`config.mk`:
```
export PLATFORM = sky130hd
export DESIGN_NAME = sdram_cap_tracker
export DESIGN_NICKNAME = d
export VERILOG_FILES = /design/src/rtl/sdram_cap_pkg.sv /design/src/rtl/sdram_cap_ctrl.sv /design/src/rtl/sdram_cap_bank.sv /design/src/rtl/sdram_cap_tracker.sv
export SDC_FILE = /design/constraint.sdc
export NUM_CORES = 1
export LEC_CHECK = 0
export BUFFER_PORTS_ARGS = -buffer_cell sky130_fd_sc_hd__buf_2
export CORE_MARGIN = 3
export CORE_UTILIZATION = 65
export CTS_BUF_LIST = sky130_fd_sc_hd__clkbuf_8
export CTS_CLUSTER_DIAMETER = 30
export CTS_CLUSTER_SIZE = 16
export DETAILED_ROUTE_END_ITERATION = 6
export PLACE_DENSITY = 0.85
export SLEW_MARGIN = 0
export SYNTH_ARGS = -nofsm -noshare
export SYNTH_HDL_FRONTEND = slang
export SYNTH_SLANG_ARGS = --single-unit
```
`constraint.sdc`:
```
create_clock -name clk -period 5.7 [get_ports clk]
set_input_delay 0 -clock clk [delete_from_list [all_inputs] [get_ports clk]]
set_output_delay 0 -clock clk [all_outputs]
set_load 0.005 [all_outputs]
```
`src/rtl/sdram_cap_pkg.sv`:
```
package sdram_cap_pkg;

  typedef enum logic [1:0] {
    CMD_NOP = 2'b00,
    CMD_ACT = 2'b01,
    CMD_RD  = 2'b10,
    CMD_WR  = 2'b11
  } cmd_e;

  typedef enum logic [2:0] {
    BK_IDLE,
    BK_OPEN,
    BK_RDAP,
    BK_WRAP,
    BK_PRECH
  } bankState_e;

  // strobes sent from the command control to one bank timer
  typedef struct packed {
    logic openRow;
    logic startRdAp;
    logic startWrAp;
    logic cutBurst;
  } bankStrobe_t;

endpackage

```
`src/rtl/sdram_cap_ctrl.sv`:
```
module sdram_cap_ctrl
  import sdram_cap_pkg::*;
#(
  parameter int CAS_LAT   = 3,
  parameter int BURST_LEN = 4,
  parameter int NUM_BANKS = 4,
  localparam int BA_W  = $clog2(NUM_BANKS),
  localparam int LEN_W = $clog2(BURST_LEN + 1)
) (
  input  logic                 clk,
  input  logic                 rstN,
  input  logic [1:0]           cmd,
  input  logic [BA_W-1:0]      bank,
  input  logic                 autoPre,
  input  logic                 dqm,
  input  logic                 wrSingle,
  input  logic [NUM_BANKS-1:0] bankIdle,
  input  logic [NUM_BANKS-1:0] bankOpen,
  output bankStrobe_t          strobes [NUM_BANKS],
  output logic                 rdValid,
  output logic                 wrValid,
  output logic                 burstCut,
  output logic                 illegalCmd,
  output logic                 contentionErr
);

  cmd_e cmdE;
  logic isAct, isRd, isWr, legal;
  logic accessNow, actNow, writeNow, streamLive, cutStream, pipeBusy, rdBeatNow;
  logic [LEN_W-1:0] colLeft, wrBeats;
  logic colWrite;
  logic [BA_W-1:0] colBank;
  logic [CAS_LAT-1:0] rdPipe;
  logic [CAS_LAT:0] pipeShift;
  logic [1:0] dqmHist;

  assign cmdE  = cmd_e'(cmd);
  assign isAct = (cmdE == CMD_ACT);
  assign isRd  = (cmdE == CMD_RD);
  assign isWr  = (cmdE == CMD_WR);

  always_comb begin
    legal = 1'b1;
    if (isAct) legal = bankIdle[bank];
    else if (isRd || isWr) legal = bankOpen[bank];
  end

  assign accessNow  = (isRd || isWr) && legal;
  assign actNow     = isAct && legal;
  assign writeNow   = accessNow && isWr;
  assign streamLive = (colLeft != '0);
  assign cutStream  = accessNow && streamLive;
  assign pipeBusy   = |rdPipe;
  assign rdBeatNow  = accessNow ? isRd : (streamLive && !colWrite);
  assign wrBeats    = wrSingle ? LEN_W'(1) : LEN_W'(BURST_LEN);
  assign pipeShift  = {rdPipe, rdBeatNow};

  assign wrValid       = accessNow ? isWr : (streamLive && colWrite);
  assign rdValid       = rdPipe[CAS_LAT-1] && !writeNow;
  assign burstCut      = cutStream || (writeNow && pipeBusy);
  assign illegalCmd    = (isAct || isRd || isWr) && !legal;
  assign contentionErr = writeNow && pipeBusy && !(&dqmHist);

  always_ff @(posedge clk) begin
    if (!rstN) begin
      colLeft  <= '0;
      colWrite <= 1'b0;
      colBank  <= '0;
      rdPipe   <= '0;
      dqmHist  <= '0;
    end else begin
      dqmHist <= {dqmHist[0], dqm};
      rdPipe  <= writeNow ? '0 : pipeShift[CAS_LAT-1:0];
      if (accessNow) begin
        colLeft  <= isRd ? LEN_W'(BURST_LEN - 1) : wrBeats - LEN_W'(1);
        colWrite <= isWr;
        colBank  <= bank;
      end else if (streamLive) begin
        colLeft <= colLeft - LEN_W'(1);
      end
    end
  end

  for (genvar b = 0; b < NUM_BANKS; b++) begin : g_strobe
    logic hit;
    assign hit = (bank == BA_W'(b));
    assign strobes[b].openRow   = actNow && hit;
    assign strobes[b].startRdAp = accessNow && isRd && autoPre && hit;
    assign strobes[b].startWrAp = accessNow && isWr && autoPre && hit;
    assign strobes[b].cutBurst  = cutStream && (colBank == BA_W'(b));
  end

endmodule

```
`src/rtl/sdram_cap_bank.sv`:
```
module sdram_cap_bank
  import sdram_cap_pkg::*;
#(
  parameter int CAS_LAT   = 3,
  parameter int BURST_LEN = 4,
  parameter int WR_RECOV  = 2,
  parameter int PRE_TIME  = 3,
  localparam int CNT_W    = $clog2(CAS_LAT + BURST_LEN + WR_RECOV + PRE_TIME + 1),
  localparam int RD_LOAD  = CAS_LAT + BURST_LEN - 2,
  localparam int WR_LOAD  = BURST_LEN + WR_RECOV - 2,
  localparam int WR1_LOAD = WR_RECOV - 1,
  localparam int CUT_LOAD = WR_RECOV - 2,
  localparam int PRE_LOAD = PRE_TIME - 1
) (
  input  logic        clk,
  input  logic        rstN,
  input  bankStrobe_t strobe,
  input  logic        wrSingle,
  output logic        isIdle,
  output logic        isOpen,
  output logic        preStart
);

  bankState_e state, stateNext;
  logic [CNT_W-1:0] cnt, cntNext;
  logic enterPre;

  always_comb begin
    stateNext = state;
    cntNext   = cnt;
    enterPre  = 1'b0;
    unique case (state)
      BK_IDLE: if (strobe.openRow) stateNext = BK_OPEN;
      BK_OPEN: begin
        if (strobe.startRdAp) begin
          stateNext = BK_RDAP;
          cntNext   = CNT_W'(RD_LOAD);
        end else if (strobe.startWrAp) begin
          stateNext = BK_WRAP;
          cntNext   = wrSingle ? CNT_W'(WR1_LOAD) : CNT_W'(WR_LOAD);
        end
      end
      BK_RDAP: begin
        if (strobe.cutBurst || cnt == '0) enterPre = 1'b1;
        else cntNext = cnt - CNT_W'(1);
      end
      BK_WRAP: begin
        if (strobe.cutBurst) cntNext = CNT_W'(CUT_LOAD);
        else if (cnt == '0) enterPre = 1'b1;
        else cntNext = cnt - CNT_W'(1);
      end
      BK_PRECH: begin
        if (cnt == '0) stateNext = BK_IDLE;
        else cntNext = cnt - CNT_W'(1);
      end
      default: stateNext = BK_IDLE;
    endcase
    if (enterPre) begin
      stateNext = BK_PRECH;
      cntNext   = CNT_W'(PRE_LOAD);
    end
  end

  always_ff @(posedge clk) begin
    if (!rstN) begin
      state    <= BK_IDLE;
      cnt      <= '0;
      preStart <= 1'b0;
    end else begin
      state    <= stateNext;
      cnt      <= cntNext;
      preStart <= enterPre;
    end
  end

  assign isIdle = (state == BK_IDLE);
  assign isOpen = (state == BK_OPEN);

endmodule

```
`src/rtl/sdram_cap_tracker.sv`:
```
module sdram_cap_tracker
  import sdram_cap_pkg::*;
#(
  parameter int CAS_LAT   = 3,
  parameter int BURST_LEN = 4,
  parameter int WR_RECOV  = 2,
  parameter int PRE_TIME  = 3,
  parameter int NUM_BANKS = 4,
  localparam int BA_W = $clog2(NUM_BANKS)
) (
  input  logic                 clk,
  input  logic                 rstN,
  input  logic [1:0]           cmd,
  input  logic [BA_W-1:0]      bank,
  input  logic                 autoPre,
  input  logic                 dqm,
  input  logic                 wrSingle,
  output logic [NUM_BANKS-1:0] bankIdle,
  output logic [NUM_BANKS-1:0] preStart,
  output logic                 rdValid,
  output logic                 wrValid,
  output logic                 burstCut,
  output logic                 illegalCmd,
  output logic                 contentionErr
);

  bankStrobe_t strobes [NUM_BANKS];
  logic [NUM_BANKS-1:0] bankOpen;

  sdram_cap_ctrl #(
    .CAS_LAT(CAS_LAT), .BURST_LEN(BURST_LEN), .NUM_BANKS(NUM_BANKS)
  ) ctrl_i (
    .clk(clk), .rstN(rstN), .cmd(cmd), .bank(bank), .autoPre(autoPre),
    .dqm(dqm), .wrSingle(wrSingle), .bankIdle(bankIdle), .bankOpen(bankOpen),
    .strobes(strobes), .rdValid(rdValid), .wrValid(wrValid),
    .burstCut(burstCut), .illegalCmd(illegalCmd), .contentionErr(contentionErr)
  );

  for (genvar b = 0; b < NUM_BANKS; b++) begin : g_bank
    sdram_cap_bank #(
      .CAS_LAT(CAS_LAT), .BURST_LEN(BURST_LEN),
      .WR_RECOV(WR_RECOV), .PRE_TIME(PRE_TIME)
    ) bank_i (
      .clk(clk), .rstN(rstN), .strobe(strobes[b]), .wrSingle(wrSingle),
      .isIdle(bankIdle[b]), .isOpen(bankOpen[b]), .preStart(preStart[b])
    );
  end

endmodule

```
== After elaboration in Yosys (flattened, before gate mapping) ==
Index checks and enable logic that the tools add are counted.
Operators by class
  $add $sub $neg: 6
  $mul: 0
  div/mod/pow operators: 0
  magnitude comparators: 1
  equality and inequality tests: 61
  shifts and indexed selects: 0
  muxes and demuxes: 81
  bitwise gates (word level): 5
  reductions and logical operators: 88
Operators by type and width (count)
  4-bit two-way mux: 20
  3-bit two-way mux: 25
  4-bit one-hot mux with 4 select lines: 4
  3-bit one-hot mux with 4 select lines: 4
  4-bit AND reduction: 8
  1-bit logical AND: 29
  3-bit by 2-bit == test with 1-bit output, second input constant: 8
  3-bit != test, second input constant: 8
  3-bit AND reduction: 8
  5-bit nonzero test: 4
  1-bit two-way mux: 18
  2-bit OR reduction: 9
  4-bit zero test: 4
  2-bit by 1-bit != test with 1-bit output, second input constant: 8
  2-bit != test, second input constant: 8
  4-bit != test, second input constant: 4
  4-bit nonzero test: 4
  4-bit by 1-bit subtractor with 4-bit output, second input constant: 4
  2-bit == test, second input constant: 6
  3-bit by 1-bit == test with 1-bit output, second input constant: 4
  3-bit == test, second input constant: 4
  3-bit zero test: 4
  3-bit by 1-bit != test with 1-bit output, second input constant: 4
  3-bit by 2-bit != test with 1-bit output, second input constant: 4
  other kinds (14): 39
Word-level totals
  register bits: 43
  latch bits: 0
  bits in writable memories: 0
  bits in read-only memories: 0
  input port bits: 9
  output and inout port bits: 13
  word-level logic and storage cells: 267
  memories: 0

== Depth between registers and ports, before layout ==
  word-level depth: 13
  depth in mapped cells: 10

== Cells and area by module ==
Synthesis repeated with hierarchy kept, for this count alone.
Second synthesis, totals
  cell total of the unflattened synthesis: 365
  area, all modules: 3274.4 µm²
By module, submodules not included
  sdram_cap_bank: times used 4, cells an instance 69, area an instance 619.3 µm², sequential area each 160.2 µm²
  sdram_cap_ctrl: times used 1, cells an instance 89, area an instance 797.0 µm², sequential area each 220.2 µm²

== Worst setup path after synthesis ==
Ideal clock, no wire load.
  path type: register to register
  start point: register ctrl_i.colLeft[0]
  end point: register g_bank[2].bank_i.cnt[0]
  data arrival time: 2.060 ns
  data required time: 5.585 ns
  slack: 3.526 ns
  stages on the path, launching flop included: 10
  path buffers: 0
  clock period less this slack: 2.174 ns
  cell sequence: dfxtp_1 -> inv_1 -> ha_1 -> nor2b_1 -> nor3b_1 -> o211ai_4 -> a21oi_2 -> o211a_4 -> nor4_1 -> a2111oi_0
On the way
  word-level cells in the longest chain between the ends: 7
  elaborated cells on any way between the ends: 12
  those cells by class: eq/ne (1); mux (5); reduce/logical (6)
Ends and longest elaborated chain
  start, declared: RTL line sdram_cap_ctrl.sv:30  | logic [LEN_W-1:0] colLeft, wrBeats;
  start signal, assigned: RTL line sdram_cap_ctrl.sv:75  | colLeft <= isRd ? LEN_W'(BURST_LEN - 1) : wrBeats - LEN_W'(1);
  start signal, assigned: RTL line sdram_cap_ctrl.sv:79  | colLeft <= colLeft - LEN_W'(1);
  3-bit nonzero test (*): RTL line sdram_cap_ctrl.sv:51  | assign streamLive = (colLeft != '0);
  1-bit logical AND (*): RTL line sdram_cap_ctrl.sv:52  | assign cutStream = accessNow && streamLive;
  1-bit logical AND (*): RTL line sdram_cap_ctrl.sv:90  | assign strobes[b].cutBurst = cutStream && (colBank == BA_W'(b));
  1-bit logical OR: RTL line sdram_cap_bank.sv:44  | if (strobe.cutBurst || cnt == '0) enterPre = 1'b1;
  1-bit two-way mux: RTL line sdram_cap_bank.sv:44
  1-bit one-hot mux with 2 select lines: RTL line sdram_cap_bank.sv:32  | unique case (state)
  2-bit OR reduction (no line)
  end signal, assigned: RTL line sdram_cap_bank.sv:71  | cnt <= cntNext;
  end, declared: RTL line sdram_cap_bank.sv:25  | logic [CNT_W-1:0] cnt, cntNext;
Every way passes the cells marked *; elsewhere a longest branch is shown, timed or not.
A chain may end at the register's enable or synchronous reset.

== Final worst setup path ==
Same ends and word-level chain as after synthesis.

==> summary.md <==
| Metric | Value |
|---|---|
| Port Buffer Count | 21 |
| Slew of the pin with the lowest slew margin | 0.804 ns |
| Setup Viol. Count Final | 0 |
| Nets@finish | 402 |
| First-pass GRT wire length | 12.2 mm |
| Initial antenna violation count | 0 |
| Share of cells above drive strength 1 | 13.1% |
| Slowest stage delay, CP | 0.48 ns |
| Ys flop type | dfxtp_1 |
| RSZ-0062 raised after global routing | no |
| Final WS setup | 3.10 ns |
| All-layer global routing usage | 28.2% |
| Vias in the first global route | 2658 |
| Min-delay worst type | in2reg |
| Clk_lat worst skew | 0.30 ns |
| Placed insts | 431 |
| GPL Wtd Cong | 0.936 |
| Final period util | 45.7% |
| Final core utilization | 70.9% |
| Area delta synth->final | 4.28% |
| Fmax | 0.384 GHz |
| Dpl hpwl | 5.11 mm |
| Crit end category | flip-flop |
| Overall Power | 0.679 mW |
| Avg WL per Cell | 16.5 um |
| Vias/cell | 6.60 |
| Critical path class | reg2reg |
| Drt pass-1 iters | 6 |
| Clock root cell | clkbuf_8 |
| P_leak | 1.16 nW |
| Post-Syn Area | 2980 sq um |
| Synth cell types | 71 |
| Reg clk slew, reported paths | 0.08 ns |
| Top-area cell type share of the netlist area | 28.9% |
| Cell accounting for the most synthesized area | dfxtp_1 |
| Post-synth EDFFs | 0 |
| Worst endpoint data arrival time | 2.75 ns |
| Die W | 73.7 um |
| Antenna diode count | 0 |
| # rows | 24 |
| Most common cell in the netlist | dfxtp_1 |
| Postcts setup bufs | 0 |
| DR DRC count | 0 |
| CTS H-tree lvls | 2 |
| Io pins | 22 |
| Critical path, cell by cell | inv_1, ha_1, nor2b_1, nor3b_1, o211ai_4, a21oi_2, o211a_4, nor4_1, a2111oi_0 |
| Clock sink count | 43 |
| CP required | 5.84 ns |
| Clock tree from TritonCTS | yes |
| Max Cap Viol | 0 |
| Pre-CTS WS | 3.12 ns |
| Gr ovfl total | 0 |
| Post-Route WL | 7.25 mm |
| Post-Syn Nets | 400 |
| Outcome | finished, final reports clean |
| Final TNS setup | 0 ns |
| Slowest-stage cell, CP | a2111oi_0 |
| Post-synth top cells | dfxtp_1 (43), a21oi_1 (40), nor2_1 (38), nand2_1 (28), inv_1 (23) |
| Hold Vio Cnt, Final | 0 |
| FF+latch count, synth | 43 |
| Seq/Total Area, Yosys | 28.9% |
| Share of synthesized registers carrying an async set or reset | 0% |
| Critical path buffer and inverter count | 1 |
| Maximum VDD drop | 0.155 mV |
| DR iter-0 viols | 384 |
| Placeable Area | 4380 sq um |
| Avg Inst Size Synth | 7.75 sq um |
| Slew HR | 46.0% |
| Non-filler instance count after layout | 440 |
| Setup Skew | 0.00577 ns |
| Syn. warnings | 0 |
| Crit path max-delay family | compound AO/OA/AOI/OAI gates |
| Die span in y | 73.7 um |
| Largest net degree at the start of global routing | 17 |
| Max Slew Vio Count | 0 |
| Post-route ant nets | 0 |
| Largest cells by area after synthesis | dfxtp_1 (29%), a21oi_1 (6.7%), nor2_1 (4.8%) |
| Die area | 5440 sq um |
| Via count | 2906 |
| Critical Path Fanout Max | 8 |
| PD cells | 218 nW/um^2 |
| Syn Inst Count | 385 |
| Initial Utilization | 68.0% |
| Critical Path Source Type | flip-flop |
| Fillers | 354 |
| Cts bufs inserted | 5 |
| Fin crit period | 2.60 ns |
| Largest buffer count on any clock path | 2 |
cell usage in the layout (no fill, tap or decap), drive strengths merged, types with 8 or more instances in the layout:
master  instances
nand3          11
buf            21
a21oi          41
nand2b          8
nor2b          12
inv            25
dfxtp          43
nand2          28
nor3           11
nor2           39
o21ai          24
state kept, by name (all words and copies together) (netlist names):
register                flops
g_bank.bank_i.cnt          16
ctrl_i.colBank              2
ctrl_i.colWrite             1
g_bank.bank_i.state        12
ctrl_i.rdPipe               3
ctrl_i.colLeft              3
ctrl_i.dqmHist              2
g_bank.bank_i.preStart      4
worst register-to-register path, delay by kind of cell (launching register included):
kind | cells | cell delay [ns]
flip-flops | 1 | 0.33
buffers and inverters | 1 | 0.07
adder cells (fa/ha/maj) | 1 | 0.22
AND/OR/NAND/NOR | 3 | 0.73
AO/OA/AOI/OAI | 4 | 1.12
final timing paths:
check	startpoint	end	slack [ns]	cells after the start
max	ctrl_i.colLeft[0]	g_bank[2].bank_i.cnt[0]	3.10	9
min	rstN	g_bank[3].bank_i.cnt[1]	0.1	2
max reg2reg	ctrl_i.colLeft[0]	g_bank[2].bank_i.cnt[0]	3.10	9
min reg2reg	ctrl_i.colWrite	ctrl_i.colWrite	0.48	2
repair_timing:
| action | in CTS | in global routing |
|---|---|---|
| hold endpoints to repair | 1 | 0 |
| gates resized for setup | 0 | 0 |
| hold buffers | 1 | 0 |
area by class of cell:
| class | instances | area (sq um) | area share, % |
|---|---|---|---|
| multi-input cells | 291 | 1880 | 60.4 |
| flip-flops and latches | 43 | 861 | 27.7 |
| repair buffers | 22 | 115 | 3.70 |
| clock buffers | 7 | 96.3 | 3.10 |
| inverters | 24 | 90.1 | 2.90 |
| well taps | 52 | 65.1 | 2.09 |
| clock inverters | 1 | 3.75 | 0.121 |
through the flow:
stage / instance area [sq um] / hold slack [ns]
after floorplan: 2980 / 0.127
after global placement: 3000 / 0.205
after detailed placement: 3000 / 0.215
after CTS: 3110 / 0.0712
after global routing: 3110 / 0.0788
final: 3110 / 0.0973
layer usage:
metal	track usage, %	routed length, um	up-vias
li1	-	-	1394
met1	39.0	3090	1327
met2	44.1	3370	169
met3	5.20	669	16
met4	9.26	120	0
met5	0	0	-
where the power goes:
group	leakage (nW)	switching, mW	internal, mW
Sequential	0.348	0.0132	0.319
Clock	0.0557	0.105	0.109
Combinational	0.757	0.0802	0.0531
cells by family (layout without fill, tap and decap cells):
group / count (synthesis) / after routing / synth area share (%)
muxes: 8 / 8 / 3.10
DFF: 43 / 43 / 28.9
adders and majority gates: 6 / 6 / 2.52
buffers and inverters: 51 / 54 / 8.14
AOI/OAI and AO/OA: 122 / 122 / 28.4
and+or+nand+nor: 154 / 154 / 28.7
xor gates and xnor gates: 1 / 1 / 0.294
Power figures use the tool's default switching activity.
